File: src/rtl/brk_pkg.sv
package brk_pkg;
  typedef enum logic [1:0] {
    ST_IDLE  = 2'd0,
    ST_WAIT  = 2'd1,
    ST_BREAK = 2'd2,
    ST_GUARD = 2'd3
  } brk_state_e;
endpackage

File: src/rtl/brk_frame_len.sv
// Character length in bits from the frame format, with data length clamped.
module brk_frame_len #(
  parameter int DLEN_W   = 4,
  parameter int MIN_DLEN = 5,
  parameter int MAX_DLEN = 14,
  parameter int LEN_W    = 5
) (
  input  logic [DLEN_W-1:0] data_len,
  input  logic              parity_en,
  input  logic              two_stop,
  output logic [LEN_W-1:0]  char_len
);
  logic [DLEN_W-1:0] d_eff;
  logic [LEN_W-1:0]  stop_bits;

  always_comb begin
    if (data_len < DLEN_W'(MIN_DLEN))      d_eff = DLEN_W'(MIN_DLEN);
    else if (data_len > DLEN_W'(MAX_DLEN)) d_eff = DLEN_W'(MAX_DLEN);
    else                                   d_eff = data_len;
    stop_bits = two_stop ? LEN_W'(2) : LEN_W'(1);
    char_len  = LEN_W'(1) + LEN_W'(d_eff) + LEN_W'(parity_en) + stop_bits;
  end
endmodule

File: src/rtl/brk_bit_timer.sv
// Counts bit positions inside one break character; advances on the strobe only.
module brk_bit_timer #(
  parameter int LEN_W = 5
) (
  input  logic             clk,
  input  logic             rst_n,
  input  logic             run,
  input  logic             tick,
  input  logic [LEN_W-1:0] char_len,
  output logic             char_end
);
  logic [LEN_W-1:0] bit_cnt;

  assign char_end = run && tick && (bit_cnt == char_len - LEN_W'(1));

  always_ff @(posedge clk or negedge rst_n) begin
    if (!rst_n)        bit_cnt <= '0;
    else if (!run)     bit_cnt <= '0;
    else if (tick)     bit_cnt <= char_end ? '0 : bit_cnt + LEN_W'(1);
  end

  // no movement without a strobe
  a_r9_tick_only: assert property (@(posedge clk) disable iff (!rst_n)
    (run && !tick) |=> $stable(bit_cnt));
  // position never reaches the character length
  a_r3_bit_in_range: assert property (@(posedge clk) disable iff (!rst_n)
    run |-> (bit_cnt < char_len));
endmodule

File: src/rtl/brk_char_counter.sv
// Down-counts the break characters still to send.
module brk_char_counter #(
  parameter int CNT_W = 16
) (
  input  logic             clk,
  input  logic             rst_n,
  input  logic             load,
  input  logic [CNT_W-1:0] load_val,
  input  logic             dec,
  output logic             last
);
  logic [CNT_W-1:0] remain;

  assign last = (remain == CNT_W'(1));

  always_ff @(posedge clk or negedge rst_n) begin
    if (!rst_n)    remain <= '0;
    else if (load) remain <= load_val;
    else if (dec)  remain <= remain - CNT_W'(1);
  end

  // a character never ends with nothing left to send
  a_r2_no_underflow: assert property (@(posedge clk) disable iff (!rst_n)
    dec |-> (remain != '0));
endmodule

File: src/rtl/brk_seq_tx.sv
module brk_seq_tx #(
  parameter int DLEN_W   = 4,
  parameter int MIN_DLEN = 5,
  parameter int MAX_DLEN = 14,
  parameter int CNT_W    = 16
) (
  input  logic              clk,
  input  logic              rst_n,
  input  logic              bit_tick,
  input  logic              stop_req,
  input  logic              tx_busy,
  input  logic              tx_data_in,
  input  logic [DLEN_W-1:0] data_len,
  input  logic              parity_en,
  input  logic              two_stop,
  input  logic [CNT_W-1:0]  brk_count,
  output logic              tx_line,
  output logic              tx_hold,
  output logic              brk_active,
  output logic              brk_done
);
  import brk_pkg::*;

  localparam int LEN_W = $clog2(MAX_DLEN + 5);

  brk_state_e       st_q;
  logic [LEN_W-1:0] len_w, len_q;
  logic             accept, char_end, last_char, done_q;

  assign accept = (st_q == ST_IDLE) && stop_req;

  brk_frame_len #(
    .DLEN_W(DLEN_W), .MIN_DLEN(MIN_DLEN), .MAX_DLEN(MAX_DLEN), .LEN_W(LEN_W)
  ) u_len (
    .data_len(data_len), .parity_en(parity_en), .two_stop(two_stop), .char_len(len_w)
  );

  brk_bit_timer #(.LEN_W(LEN_W)) u_bits (
    .clk(clk), .rst_n(rst_n), .run(st_q == ST_BREAK), .tick(bit_tick),
    .char_len(len_q), .char_end(char_end)
  );

  brk_char_counter #(.CNT_W(CNT_W)) u_chars (
    .clk(clk), .rst_n(rst_n), .load(accept), .load_val(brk_count),
    .dec(char_end), .last(last_char)
  );

  always_ff @(posedge clk or negedge rst_n) begin
    if (!rst_n) begin
      st_q   <= ST_IDLE;
      len_q  <= LEN_W'(MIN_DLEN + 2);
      done_q <= 1'b0;
    end else begin
      done_q <= 1'b0;
      case (st_q)
        ST_IDLE: if (stop_req) begin
          len_q <= len_w;
          if (brk_count == '0) done_q <= 1'b1;
          else                 st_q   <= ST_WAIT;
        end
        ST_WAIT:  if (bit_tick && !tx_busy) st_q <= ST_BREAK;
        ST_BREAK: if (char_end && last_char) st_q <= ST_GUARD;
        ST_GUARD: if (bit_tick) begin
          st_q   <= ST_IDLE;
          done_q <= 1'b1;
        end
        default: st_q <= ST_IDLE;
      endcase
    end
  end

  always_comb begin
    case (st_q)
      ST_BREAK: tx_line = 1'b0;
      ST_GUARD: tx_line = 1'b1;
      default:  tx_line = tx_data_in;
    endcase
  end

  assign tx_hold    = (st_q != ST_IDLE);
  assign brk_active = (st_q == ST_BREAK) || (st_q == ST_GUARD);
  assign brk_done   = done_q;

  // zero count finishes on the next cycle
  a_r5_zero_done: assert property (@(posedge clk) disable iff (!rst_n)
    (stop_req && st_q == ST_IDLE && brk_count == '0) |=> brk_done);
  // done is a single-cycle pulse
  a_r6_done_single: assert property (@(posedge clk) disable iff (!rst_n)
    brk_done |=> !brk_done);
  // the trailing bit is idle high
  a_r6_guard_high: assert property (@(posedge clk) disable iff (!rst_n)
    (st_q == ST_GUARD) |-> tx_line);
  // no break starts while the transmitter is busy
  a_r4_hold_busy: assert property (@(posedge clk) disable iff (!rst_n)
    (st_q == ST_WAIT && tx_busy) |=> (st_q != ST_BREAK));
  // a running break only proceeds to its idle bit
  a_r8_no_restart: assert property (@(posedge clk) disable iff (!rst_n)
    (st_q == ST_BREAK) |=> (st_q == ST_BREAK || st_q == ST_GUARD));
  // latched length stays inside the legal range
  a_r3_len_range: assert property (@(posedge clk) disable iff (!rst_n)
    (st_q == ST_BREAK) |-> (len_q >= LEN_W'(MIN_DLEN + 2) && len_q <= LEN_W'(MAX_DLEN + 4)));
endmodule

File: config.mk
export PLATFORM = sky130hd
export DESIGN_NAME = brk_seq_tx
export DESIGN_NICKNAME = d
export VERILOG_FILES = /design/src/rtl/brk_pkg.sv /design/src/rtl/brk_frame_len.sv /design/src/rtl/brk_bit_timer.sv /design/src/rtl/brk_char_counter.sv /design/src/rtl/brk_seq_tx.sv
export SDC_FILE = /design/constraint.sdc
export NUM_CORES = 1
export LEC_CHECK = 0
export ABC_AREA = 1
export BUFFER_PORTS_ARGS = -buffer_cell sky130_fd_sc_hd__buf_2
export CELL_PAD_IN_SITES_DETAIL_PLACEMENT = 0
export CELL_PAD_IN_SITES_GLOBAL_PLACEMENT = 1
export CORE_AREA = 4 4 77 79
export CTS_CLUSTER_SIZE = 30
export DETAILED_ROUTE_END_ITERATION = 10
export DIE_AREA = 0 0 81 83
export PLACE_DENSITY = 0.86
export SLEW_MARGIN = 20
export SYNTH_ARGS = -nofsm -noshare
export SYNTH_HDL_FRONTEND = slang
export SYNTH_SLANG_ARGS = --single-unit
export TNS_END_PERCENT = 10
File: constraint.sdc
create_clock -name clk -period 4.6 [get_ports clk]
set_input_delay 0.69 -clock clk [delete_from_list [all_inputs] [get_ports clk]]
set_output_delay 0.69 -clock clk [all_outputs]
set_load 0.1 [all_outputs]
==> qor.yml <==
finish:
  nets: 401
  finalInstanceArea_mm2: 0.002512
  layout.filler_cells: 587
  drive_gt1_frac: 0.1611
  layout-area-overhead-vs-synth_pct: 13.25
  ant_cells: 0
  final_cell_count_no_fill: 432
clock_network:
  clock_tree.root_cell: "sky130_fd_sc_hd__clkbuf_8"
  clock_tree.htree_level_count: 2
  cts_tree: "done"
  cts_hold_buffers: 0
  cts.repair_timing.setup_buffer_count: 0
  clk_lat_worst_skew_ns: 0.28
  tritoncts.num_buffers: 5
  cts.sinks: 29
  cts.clk_slew.worst_paths_ns: 0.07
  post_cts_resize_count: 0
  clockBufferDepth: 2
worst_setup_path:
  ff2ff_path_depth: 8
  worst_r2r_startpoint: "st_q[0]"
  crit_path_start: "st_q[0]"
  setup.reg_to_reg.worst_slack_ns: 2.09
  worst_setup_path_endpoint: "u_chars.remain[5]"
  worst_path_largest_cell_delay_ns: 0.74
  setup.worst_path.start_class: "register"
  critPathCaptureType: "register"
  cpMaxStageDelayCell: "sky130_fd_sc_hd__clkinv_1"
  cp_cell_sequence: "inv_1 > ha_1 > nand2_1 > clkinv_1 > a21oi_1 > a21oi_1 > nand2_1 > o21ai_0"
  critPathRequiredTime_ns: 4.76
  crit_fanout: 27
  regToRegEndpoint: "u_chars.remain[5]"
  critical_path_class: "register to register"
  timing.critical_path.arrival_ns: 2.66
floorplan:
  fp.dieArea_mm2: 0.006723
  start_util: 0.4156
  boundaryPins: 32
  die_width_um: 81
  area_of_the_core_mm2: 0.005338
  core.rowCount: 27
  die_height_um: 83
run:
  drv.max_cap_violation_count: 0
placed_design:
  gp_congestion: 0.7766
  post-dp-hpwl_um: 3903
  dp_cells: 424
  buffer_ports.inserted: 31
  dpl_cell_area_mm2: 0.002430
  dpl_worst_slack_ns: 1.994
timing:
  final.period_utilization: 0.5452
  finalMaxSlewViolations: 0
  clock-skew-final_ns: 0.01005
  totalNegativeSetupSlack_ns: 0
  finalWorstPathRequiredPeriod_ns: 2.508
  clock.fmax_mhz: 398.7
  postLayoutSetupSlackWorst_ns: 2.092
  final-hold-violation-count: 0
  report.final.setup_viol: 0
  rsz0062_at_grt: "false"
  relSlewSlack: 0.4964
  tightest_pin_transition_ns: 0.7507
synth:
  synthesis.nets: 368
  synth-edff-count: 0
  yosysWarningCount: 0
  synth_cells: 326
  synth_cell_type_count: 31
  synthArstFlopShare: 1.000
  synth_ff_type: "sky130_fd_sc_hd__dfrtp_1"
  postSynthAreaPerCell_um2: 6.805
  synth_seq_area_share: 0.3288
  postSynthRegisterBits: 29
  syn-cell-area_mm2: 0.002218
min_path:
  min-delay-path-class: "input port to asynchronous set/reset pin"
grt:
  grt_overflow_total: 0
  initial_antenna_violation_count: 0
  grt_max_degree: 30
  groute.layer.met3.usage: 0.03362
  grt_usage: 0.1648
  grt_use_met2: 0.2890
  first_global_vias: 2065
  grtUsageMet1: 0.2072
  grt_pass1_wl_um: 8935
  grt-busiest-layer: "met2"
detailed_routing:
  postRouteWirelength_um: 4979
  route.vias.total: 2056
  detail_route.drc_violations: 0
  wire_per_inst_um: 11.53
  detail_route.vias_per_cell: 4.759
  pre_antenna_drt_iters: 4
  drt_iter0_markers: 63
  antenna_viol_nets_final: 0
pwr:
  power_density_mw_per_mm2: 607.4
  power.ir.vdd_worst_mv: 0.3236
  p_leak_uw: 0.001272
  design_power_total_uw: 1526
outcome:
  status: "finished clean"
[logic make-up (layout without fill, tap and decap cells)]
kind of cell,after synthesis,after routing,share of synthesized area
and+or+nand+nor,184,184,0.3576
buffers and inverters,49,83,0.09081
AOI/OAI and AO/OA,37,37,0.08912
DFF,29,29,0.3288
adders and majority gates,14,14,0.08235
xor gates and xnor gates,13,13,0.05133
[layout make-up]
| type | count | area, µm² | area share |
|---|---|---|---|
| Inverter | 44 | 167.7 | 0.06673 |
| Timing Repair Buffer | 31 | 155.1 | 0.06175 |
| Clock buffer | 6 | 72.57 | 0.02888 |
| Tap cell | 72 | 90.09 | 0.03586 |
| Clock inverter | 2 | 10.01 | 0.003984 |
| Sequential cell | 29 | 729.5 | 0.2903 |
| Multi-Input combinational cell | 248 | 1287 | 0.5124 |
[worst min path at each step]
| stage | slack (ns) | endpoint | cells past startpoint | startpoint |
|---|---|---|---|---|
| 4_1_cts | 0.47 | u_bits.bit_cnt[0] | 1 | rst_n |
| 5_1_grt | 0.50 | u_bits.bit_cnt[0] | 1 | rst_n |
| 3_3_place_gp | 0.48 | len_q[1] | 2 | len_q[1] |
| 6_report | 0.45 | u_bits.bit_cnt[0] | 1 | rst_n |
| 3_5_place_dp | 0.49 | len_q[1] | 2 | len_q[1] |
| 2_1_floorplan | 0.39 | brk_done | 0 | rst_n |
[routing by layer]
| metal | wire, µm | vias up |
|---|---|---|
| li1 | - | 1090 |
| met3 | 174 | 6 |
| met4 | 43 | 0 |
| met2 | 2541 | 31 |
| met5 | 0 | - |
| met1 | 2219 | 929 |
[cells in the mapped netlist, types with 3 or more instances]
library cell,count,share of area
sky130_fd_sc_hd__a21oi_1,7,0.016
sky130_fd_sc_hd__nor2_1,42,0.071
sky130_fd_sc_hd__nand3_1,23,0.052
sky130_fd_sc_hd__xor2_1,9,0.036
sky130_fd_sc_hd__dfrtp_1,26,0.29
sky130_fd_sc_hd__inv_1,37,0.063
sky130_fd_sc_hd__clkbuf_1,3,0.0051
sky130_fd_sc_hd__o21ai_0,24,0.054
sky130_fd_sc_hd__inv_2,5,0.0085
sky130_fd_sc_hd__xnor2_1,4,0.016
sky130_fd_sc_hd__ha_1,13,0.073
sky130_fd_sc_hd__nand2_1,101,0.17
sky130_fd_sc_hd__nand4_1,5,0.014
sky130_fd_sc_hd__dfstp_2,3,0.036
sky130_fd_sc_hd__o22ai_1,3,0.0085
[critical path, delay by kind of cell (launching register included)]
family,cells,cell delay (ns)
AND/OR/NAND/NOR,2,0.41
buffers and inverters,2,0.83
adder cells (fa/ha/maj),1,0.23
flip-flops,1,0.41
AO/OA/AOI/OAI,3,0.50
[where the power goes]
part           internal (µW)  switching, µW
Combinational            269            594
Sequential               365           92.9
Clock                    105            100
Total                    739            787
[registers in the layout (all words and copies together), names as in the netlist]
signal and flops:
brk_done 1, len_q 5, st_q 2, u_bits.bit_cnt 5, u_chars.remain 16
[placed cells by master (no fill, tap or decap), drive strengths merged]
master / Yosys / layout
nand3: 25 / 25
ha: 13 / 13
buf: 2 / 31
a21oi: 7 / 7
o21ai: 25 / 25
nand2: 103 / 103
clkbuf: 3 / 6
nand4: 5 / 5
o211ai: 1 / 1
or2: 2 / 2
clkinv: 1 / 3
o22ai: 3 / 3
inv: 43 / 43
a21boi: 1 / 1
dfstp: 3 / 3
xnor2: 4 / 4
nor2: 46 / 46
dfrtp: 26 / 26
fa: 1 / 1
nor3: 2 / 2
xor2: 9 / 9
nor3b: 1 / 1
[metrics by stage]
stage,hold slack [ns],util
after floorplan,0.3944,-
after detailed placement,0.4945,0.4552
after global routing,0.4997,0.4707
after global placement,0.4823,0.4552
final,0.4452,0.4707
after CTS,0.4684,0.4707
Note: power is estimated with default switching activity, not from simulation.
